## src/rtl/dma_arb_pkg.sv

```systemverilog
package dma_arb_pkg;

  // default channel count and the channel that may take precedence
  localparam int CH_COUNT = 6;
  localparam int HP_CH    = 0;

  // channel that follows idx in the rotation
  function automatic int wrap_next(input int idx, input int n);
    return (idx + 1 >= n) ? 0 : idx + 1;
  endfunction

  // channel reached by moving off steps up from base, with wrap
  function automatic int rot_index(input int base, input int off, input int n);
    int s;
    s = base + off;
    return (s >= n) ? s - n : s;
  endfunction

endpackage

```

## src/rtl/dma_rr_picker.sv

```systemverilog
module dma_rr_picker
  import dma_arb_pkg::*;
#(
  parameter int N = CH_COUNT
) (
  input  logic [N-1:0]         req,
  input  logic [$clog2(N)-1:0] start,
  output logic                 found,
  output logic [$clog2(N)-1:0] pick
);
  localparam int IW = $clog2(N);

  // request vector rotated so that bit 0 is the search start
  logic [N-1:0] rot_req;

  generate
    for (genvar k = 0; k < N; k++) begin : g_rot
      always_comb rot_req[k] = req[rot_index(int'(start), k, N)];
    end
  endgenerate

  // first set bit of the rotated vector, mapped back to a channel
  always_comb begin
    found = 1'b0;
    pick  = '0;
    for (int k = N - 1; k >= 0; k--) begin
      if (rot_req[k]) begin
        found = 1'b1;
        pick  = IW'(rot_index(int'(start), k, N));
      end
    end
  end

endmodule

```

## src/rtl/dma_prio_select.sv

```systemverilog
module dma_prio_select
  import dma_arb_pkg::*;
#(
  parameter int N = CH_COUNT
) (
  input  logic                 hp_mode,
  input  logic [N-1:0]         req,
  input  logic                 rr_found,
  input  logic [$clog2(N)-1:0] rr_pick,
  output logic                 win_valid,
  output logic [$clog2(N)-1:0] win_idx,
  output logic                 win_hp
);
  localparam int IW = $clog2(N);

  logic hp_take;
  assign hp_take = hp_mode && req[HP_CH];

  always_comb begin
    win_hp    = hp_take;
    win_valid = hp_take || rr_found;
    win_idx   = hp_take ? IW'(HP_CH) : rr_pick;
  end

endmodule

```

## src/rtl/dma_irq_relay.sv

```systemverilog
module dma_irq_relay
  import dma_arb_pkg::*;
#(
  parameter int N = CH_COUNT
) (
  input  logic         clk,
  input  logic         rst_n,
  input  logic         burst_done,
  input  logic         xfer_end,
  input  logic [N-1:0] grant,
  output logic [N-1:0] irq
);
  logic closing;
  assign closing = burst_done && xfer_end;

  always_ff @(posedge clk or negedge rst_n) begin
    if (!rst_n) irq <= '0;
    else        irq <= closing ? grant : '0;
  end

  generate
    for (genvar i = 0; i < N; i++) begin : g_chk
      // the owner's closing burst raises its line one cycle later
      assert_irq_follows_R10: assert property (@(posedge clk) disable iff (!rst_n)
        (closing && grant[i]) |=> irq[i]);
      // a line stays low without its own closing burst
      assert_irq_only_owner_R10: assert property (@(posedge clk) disable iff (!rst_n)
        !(closing && grant[i]) |=> !irq[i]);
    end
  endgenerate

  assert_irq_onehot_R10: assert property (@(posedge clk) disable iff (!rst_n)
    $onehot0(irq));

endmodule

```

## src/rtl/dma_prio_arbiter.sv

```systemverilog
module dma_prio_arbiter
  import dma_arb_pkg::*;
#(
  parameter int NUM_CH = CH_COUNT
) (
  input  logic              clk,
  input  logic              rst_n,
  input  logic              hi_prio_en,
  input  logic [NUM_CH-1:0] req,
  input  logic              burst_done,
  input  logic              xfer_end,
  output logic [NUM_CH-1:0] grant,
  output logic [NUM_CH-1:0] irq
);
  localparam int IW = $clog2(NUM_CH);

  logic [NUM_CH-1:0] grant_q;
  logic              hp_q;      // current grant came through the precedence
  logic              resume_q;  // restore cycle after a precedence burst
  logic [IW-1:0]     ptr_q;     // rotation search start

  logic          rr_found;
  logic [IW-1:0] rr_pick;
  logic          win_valid;
  logic [IW-1:0] win_idx;
  logic          win_hp;

  // named events used by the logic and the assertions
  logic active;
  logic arb_slot;
  logic resume_bubble;
  assign active        = (grant_q != '0);
  assign arb_slot      = !active || burst_done;
  assign resume_bubble = burst_done && active && hp_q && !win_hp;

  dma_rr_picker #(.N(NUM_CH)) u_picker (
    .req   (req),
    .start (ptr_q),
    .found (rr_found),
    .pick  (rr_pick)
  );

  dma_prio_select #(.N(NUM_CH)) u_select (
    .hp_mode   (hi_prio_en),
    .req       (req),
    .rr_found  (rr_found),
    .rr_pick   (rr_pick),
    .win_valid (win_valid),
    .win_idx   (win_idx),
    .win_hp    (win_hp)
  );

  always_ff @(posedge clk or negedge rst_n) begin
    if (!rst_n) begin
      grant_q  <= '0;
      hp_q     <= 1'b0;
      resume_q <= 1'b0;
      ptr_q    <= '0;
    end else begin
      resume_q <= 1'b0;
      if (arb_slot) begin
        if (resume_bubble) begin
          grant_q  <= '0;
          hp_q     <= 1'b0;
          resume_q <= 1'b1;
        end else if (win_valid) begin
          grant_q <= NUM_CH'(1) << win_idx;
          hp_q    <= win_hp;
          if (!win_hp) ptr_q <= IW'(wrap_next(int'(win_idx), NUM_CH));
        end else begin
          grant_q <= '0;
          hp_q    <= 1'b0;
        end
      end
    end
  end

  assign grant = grant_q;

  dma_irq_relay #(.N(NUM_CH)) u_irq (
    .clk        (clk),
    .rst_n      (rst_n),
    .burst_done (burst_done),
    .xfer_end   (xfer_end),
    .grant      (grant_q),
    .irq        (irq)
  );

  // never more than one channel granted
  assert_grant_onehot_R2: assert property (@(posedge clk) disable iff (!rst_n)
    $onehot0(grant_q));
  // a new grant goes to a channel that was requesting
  assert_grant_to_req_R2: assert property (@(posedge clk) disable iff (!rst_n)
    (!$stable(grant_q) && grant_q != '0) |-> (($past(req) & grant_q) != '0));
  // the rotation choice is a requesting channel
  assert_pick_requests_R4: assert property (@(posedge clk) disable iff (!rst_n)
    rr_found |-> req[rr_pick]);
  // a grant is held until its burst ends
  assert_hold_burst_R3: assert property (@(posedge clk) disable iff (!rst_n)
    (active && !burst_done) |=> $stable(grant_q));
  // idle with no requests keeps grant zero and the pointer still
  assert_idle_hold_R5: assert property (@(posedge clk) disable iff (!rst_n)
    (!active && req == '0) |=> (grant_q == '0 && $stable(ptr_q)));
  // channel 1 takes any slot while precedence is on
  assert_hp_wins_R7: assert property (@(posedge clk) disable iff (!rst_n)
    (arb_slot && hi_prio_en && req[HP_CH]) |=> grant_q[HP_CH]);
  // precedence service does not move the rotation pointer
  assert_ptr_saved_R8: assert property (@(posedge clk) disable iff (!rst_n)
    hp_q |=> $stable(ptr_q));
  // leaving a precedence burst for another channel costs one idle cycle
  assert_resume_gap_R9: assert property (@(posedge clk) disable iff (!rst_n)
    (burst_done && active && hp_q && !(hi_prio_en && req[HP_CH])) |=> (grant_q == '0 && resume_q));
  // the restore cycle lasts one cycle only
  assert_resume_single_R9: assert property (@(posedge clk) disable iff (!rst_n)
    resume_q |=> !resume_q);

endmodule

```

## config.mk

```make
export PLATFORM = sky130hd
export DESIGN_NAME = dma_prio_arbiter
export DESIGN_NICKNAME = d
export VERILOG_FILES = /design/src/rtl/dma_arb_pkg.sv /design/src/rtl/dma_rr_picker.sv /design/src/rtl/dma_prio_select.sv /design/src/rtl/dma_irq_relay.sv /design/src/rtl/dma_prio_arbiter.sv
export SDC_FILE = /design/constraint.sdc
export NUM_CORES = 1
export LEC_CHECK = 0
export BUFFER_PORTS_ARGS = -buffer_cell sky130_fd_sc_hd__buf_2
export CAP_MARGIN = 30
export CELL_PAD_IN_SITES_DETAIL_PLACEMENT = 0
export CELL_PAD_IN_SITES_GLOBAL_PLACEMENT = 1
export CORE_MARGIN = 1.5
export CORE_UTILIZATION = 33
export CTS_CLUSTER_DIAMETER = 30
export DETAILED_ROUTE_END_ITERATION = 16
export GPL_ROUTABILITY_DRIVEN = 0
export PLACE_DENSITY = 0.69
export SLEW_MARGIN = 20
export SYNTH_ARGS = -nofsm -noshare
export SYNTH_HDL_FRONTEND = slang
export SYNTH_SLANG_ARGS = --single-unit
```

## constraint.sdc

```tcl
create_clock -name clk -period 4.9 [get_ports clk]
set_input_delay 0.735 -clock clk [delete_from_list [all_inputs] [get_ports clk]]
set_output_delay 0.735 -clock clk [all_outputs]
set_load 0.02 [all_outputs]
```

[Yosys cells after proc, flatten, opt, wreduce, memory -nomap -nowiden]
Index checks and enable logic that the tools add are counted.
Cells by class
  add/sub/neg operators: 12
  order comparisons: 13
  shift-type cells: 1
  mux-type cells: 43
  bitwise logic cells: 2
  reduce and logical (&&, ||, !) cells: 11
Operator list (number)
  less-than comparator 32 x 5 -> 1 bit (second input constant): 6
  two-way mux 32 bit: 6
  greater-or-equal comparator 32 x 4 -> 1 bit (second input constant): 5
  subtractor 32 x 4 -> 32 bit (second input constant): 5
  two-way mux 3 bit: 8
  two-way mux 1 bit: 20
  binary-select mux 1 bit (select 3 bit): 6
  two-way mux 6 bit: 3
  adder 3 x 1 -> 4 bit (second input constant): 2
  adder 3 x 2 -> 4 bit (second input constant): 2
  adder 3 x 3 -> 4 bit (second input constant): 2
  nonzero test 6 bit: 1
  left shift 1 x 3 -> 6 bit (first input constant): 1
  logical AND 1 bit: 5
  greater-or-equal comparator 4 x 3 -> 1 bit (second input constant): 1
  AND reduction 4 bit: 1
  subtractor 3 x 3 -> 4 bit (second input constant): 1
  greater-or-equal comparator 3 bit (second input constant): 1
  zero test 1 bit: 2
  logical OR 1 bit: 2
  NOT 1 bit: 2
Word-level totals
  register bits: 16
  input port bits: 11

[Depth between registers and ports, before layout]
  depth in word-level cells: 16
  mapped depth: 18

[By module]
From an unflattened synthesis, not the netlist that was laid out.
Second synthesis, totals
  cell total of the unflattened synthesis: 207
  area, all modules: 1855.5 um2
By module, submodules not included
  dma_rr_picker: instances 1, cells an instance 133, area each 1048.5 um2, seq. area each 0.0 um2
  dma_prio_arbiter: instances 1, cells an instance 57, area each 583.1 um2, seq. area each 250.2 um2
  dma_irq_relay: instances 1, cells an instance 12, area each 187.7 um2, seq. area each 150.1 um2
  dma_prio_select: instances 1, cells an instance 5, area each 36.3 um2, seq. area each 0.0 um2

[Worst setup path after synthesis]
OpenSTA, ideal clock, no wires.
  path type: register to register
  start: register ptr_q[1]
  end: register ptr_q[0]
  library setup time: 0.083 ns
  arrival: 4.152 ns
  path slack: 0.665 ns
  stages on the path, launching flop included: 18
  buffers on the path: 2
  period minus slack after synthesis: 4.235 ns
  cell sequence: dfrtp_1 > clkbuf_1 > clkinv_1 > ha_1 > buf_1 > inv_1 > ha_1 > nand2b_1 > o22a_1 > nor2_1 > a2111oi_0 > o211ai_1 > and2_1 > ha_1 > ha_1 > inv_1 > a221o_1 > o22ai_1
Between the ends
  word-level cells in the longest chain between the ends: 16
Ends and longest elaborated chain
  start, declared: line dma_prio_arbiter.sv:20  | logic [IW-1:0] ptr_q;
  start signal, assigned: line dma_prio_arbiter.sv:69  | if (!win_hp) ptr_q <= IW'(wrap_next(int'(win_idx), NUM_CH));
  adder 3 x 3 -> 4 bit: line dma_arb_pkg.sv:15  | s = base + off;
  subtractor 32 x 4 -> 32 bit / greater-or-equal comparator 32 x 4 -> 1 bit (equally long branches): line dma_arb_pkg.sv:16  | return (s >= n) ? s - n : s;
  two-way mux 32 bit: line dma_arb_pkg.sv:16
  binary-select mux 1 bit (select 3 bit): line dma_rr_picker.sv:18  | always_comb rot_req[k] = req[rot_index(int'(start), k, N)];
  two-way mux 1 bit (implied by the code) (2 in series): line dma_rr_picker.sv:18
  two-way mux 3 bit (6 in series): line dma_rr_picker.sv:27  | if (rot_req[k]) begin
  two-way mux 3 bit: line dma_prio_select.sv:22  | win_idx = hp_take ? IW'(HP_CH) : rr_pick;
  adder 3 x 1 -> 4 bit: line dma_arb_pkg.sv:9  | return (idx + 1 >= n) ? 0 : idx + 1;
  greater-or-equal comparator 4 x 3 -> 1 bit: line dma_arb_pkg.sv:9
  two-way mux 3 bit: line dma_arb_pkg.sv:9
Parallel ways exist; a longest one is shown, timed or not. The select of a mux whose other input is x is not followed.
A chain may end at the register's enable or synchronous reset.

[Final worst setup path]
  start: register ptr_q[0]
  end: register ptr_q[0]
The elaborated chain is that of the path after synthesis.

==> flow_results.org <==
** Timing
- Worst hold slack across all endpoints :: approximately 0.39 ns
- Headroom to the max-slew limit :: a little under three fifths
- Post-route clock skew :: around 0.0011 ns
- For the pin with the worst max-slew slack, the measured transition is roughly 0.63 ns.
- The number of pins exceeding their max-slew limit in the final report is 0.
- Setup repair after global routing left no endpoint under its margin.
- Adding up every negative setup slack in the final design gives 0 ns.
- In the finished design, the share of the clock period the worst path needs comes to 86.20%.
- For this run, the top clock speed supported by timing is between 0.2 and 0.25 GHz.
- Hold violation count in the final report :: 0
- Crit path time final :: between 4 and 5 ns
- Setup violations remaining at the end of the flow were counted as 0.

** Synth
- When the netlist entered floorplanning its net count stood at approximately 240.
- In the synthesized netlist the async set-or-reset flop fraction comes to between 90% and 100%.
- The Yosys step of the flow raised 0 warnings.
- The cell area that synthesis handed to floorplanning was 1819 sq um.
- Number of instances in the synthesized netlist :: around 210
- EDFF count, synth :: 0
- Leading area contributor after synthesis :: dfrtp_1
- In the post-synthesis netlist, the biggest area contributors are dfrtp_1, ha_1, mux2i_1.
- The synthesized design contains 16 register bits.
- The top cell type by area accounts for 22.01% of the synthesized area.
- Synthesized area per cell :: approximately 8.6 sq um
- Post-synthesis sequential area ratio :: around 22%
- Most used flip-flop cell after synthesis :: dfrtp_1
- After synthesis, the netlist uses 61 different library cells.

** Final layout
- Antenna diode count :: 0
- The final layout contains 266 nets.
- Number of non-filler instances in the completed layout :: 305
- Area occupied by registers :: about 400 sq um
- Area growth, synth to finish :: 13.69%
- The filler cells instantiated in the layout total around 550.
- Leaving out fill and tap cells, the most frequent cells in the layout are buf_2, ha_1, dfrtp_1.
- Of the cells placed in the final design, the portion with a size suffix greater than 1 is a little under a fifth.
- Leaving out fill and tap cells, the most frequent cell in the layout is buf_2.
- The multi-input combinational cells in the finished layout cover a total of ~1300 sq um.
- After routing the design area is 2068 sq um.

** CTS
- Inserted Clock Buffers :: 3
- Max Root-Sink Buffers :: 2
- Resized Gates After CTS :: 0
- Clock input transition at the sequential cells of the worst setup and hold paths :: 0.06 ns
- The tree is rooted in a clkbuf_8.
- At the later pin of the worst-skew pair, clock insertion delay measures around 0.24 ns.
- Number of hold buffers added after CTS :: 0
- Clock tree from TritonCTS :: done
- After clock tree synthesis, the setup repair step added 0 buffers.
- Clock net sink count :: 16
- CTS built an H-tree with a depth of 1.

** Worst setup path
- Critical Path, Cell by Cell :: inv_1 > ha_1 > a211oi_1 > o22ai_1 > and4_4 > or3_4 > a2111oi_0 > o211ai_1 > and2_1 > ha_1 > ha_1 > inv_1 > a221o_1 > o22ai_1
- The startpoint identified for the worst register-to-register timing path is ptr_q[0]$_DFFE_PN0P_.
- Counting stages on the worst path, the most repeated cell is ha_1.
- At the worst endpoint, the required time is around 5.1 ns.
- For this run, the slowest stage of the critical path takes ~0.55 ns.
- Setup slack of the most critical reg-to-reg path :: between 0.6 and 0.7 ns
- Cell with the largest stage delay on the worst path :: dfrtp_1
- Maximum fanout along the worst path :: 15
- STA puts the critical path data arrival time at about 4.4 ns.
- Type of the worst setup path :: register to register
- The worst register-to-register path ends at ptr_q[0]$_DFFE_PN0P_.
- The worst register-to-register path has a depth of 14.
- Crit path launch type :: register
- STA classifies the critical path endpoint as a register.

** Routing
- In the final routed layout, each cell accounts on average for about 15 um.
- Post-route ant nets :: 0
- After detailed routing, the number of remaining DRC violations is 0.
- Number of vias per cell after detailed routing :: approximately 5.6
- Across all layers, the routed design uses between 1.5k and 2k vias.
- Routed WL :: roughly 4.6 mm
- First-pass iteration count of the detailed router :: 4
- For this block, the initial DRC count from the detailed router was just under 100.

** Global route
- The via count of the first global-routing pass is 1553.
- Entering global routing, the biggest net connects 17 pins.
- Antenna violations before repair :: 0
- Global Route Usage Sum :: between 15 and 20%
- Final global-route overflow total :: 0
- The first global-routing pass estimated a little under 8 mm of wire.

** Place
- IO buf count :: 22
- Detailed placement finished with a half-perimeter wire length of 3.758 mm.
- Area after detailed placement :: ~2000 sq um
- # placed instances :: 301

** Worst hold path
- Worst hold path type :: input pin to async pin

** Status
- The run finished with clean final reports.

** Floorplanning
- The initial utilization of the core area, before any placement, comes to a little over a third.
- The floorplan step set the die height to 77.25 um.
- Chip Width :: between 70 and 80 um
- Row generation in the floorplan step produced 26 rows.
- The die covers about 6000 sq um.
- After floorplanning, the core was sized to cover 5205 sq um.
- During I/O placement, the number of pins put on the boundary was 23.

** Flow run
- Across the run, the number of max-cap violations was 0.
[logic make-up (layout without fill, tap and decap cells)]
logic type,Yosys count,after routing,share of synthesized area [%]
compound gates,72,72,29.16
simple gates,69,69,21.25
fa+ha+maj,19,19,13.07
buf+inv,18,41,4.332
flops,16,16,22.01
mux,12,12,6.878
xor+xnor,6,6,3.301
[flip-flops by register name (all words and copies together), names as in the netlist]
register,cells
grant,6
hp_q,1
ptr_q,3
u_irq.irq,6
[critical path: cells and delay by family, from the launching register on]
kind	cells	cell delay [ns]
AND/OR/NAND/NOR	3	0.87
buffers and inverters	2	0.23
adder cells (fa/ha/maj)	3	1.02
AO/OA/AOI/OAI	6	1.49
flip-flops	1	0.55
[how the worst max path moves through the flow]
stage,from,slack [ns],depth (start not counted),to
6_report,ptr_q[0]$_DFFE_PN0P_,0.68,14,ptr_q[0]$_DFFE_PN0P_
5_1_grt,ptr_q[0]$_DFFE_PN0P_,0.28,14,ptr_q[0]$_DFFE_PN0P_
4_1_cts,ptr_q[0]$_DFFE_PN0P_,0.69,14,ptr_q[0]$_DFFE_PN0P_
3_5_place_dp,ptr_q[0]$_DFFE_PN0P_,0.72,14,ptr_q[0]$_DFFE_PN0P_
3_3_place_gp,req[3],0.83,13,ptr_q[0]$_DFFE_PN0P_
2_1_floorplan,ptr_q[1]$_DFFE_PN0P_,0.66,17,ptr_q[0]$_DFFE_PN0P_
[final cells by class]
cell class / count / area share, %
inverter: 10 / 1.815
multi-input combinational: 178 / 64.79
sequential: 16 / 19.36
tap: 70 / 4.235
clock buffer: 4 / 2.662
timing repair buffer: 27 / 7.139
[cell usage after synthesis, types with 2 or more instances]
master	instances
a2111oi_0	2
a211oi_1	4
a21o_1	3
a21oi_1	14
a2bb2oi_1	2
a31o_2	2
a32o_1	5
a32oi_1	3
and3_1	10
buf_2	3
clkbuf_1	3
dfrtp_1	16
ha_1	19
inv_1	8
mux2_2	3
mux2i_1	8
nand2_1	9
nand2b_1	6
nand3_1	4
nor2_1	12
nor2b_1	3
nor3_1	8
nor4_1	5
o211ai_1	5
o21a_1	2
o21ai_0	9
o22a_1	2
o22ai_1	4
o31ai_1	2
or3_1	2
xnor2_1	4
[stage by stage]
stage	util [%]	worst slack, ns
floorplan	-	0.6650
global placement	38.68	0.8276
detailed placement	38.68	0.7174
CTS	39.74	0.6856
global route	39.74	0.2799
finish	39.74	0.6762
[per-layer routing]
metal	GRT usage (%)	up-vias	wire, um
met2	24.30	36	1994
met3	1.786	5	194
met1	24.47	798	2416
met4	2.545	0	42
li1	-	859	-
met5	0	-	0
Power is not shown: default switching activity piles up to over one toggle a cycle in this logic, so the estimate is an artifact.
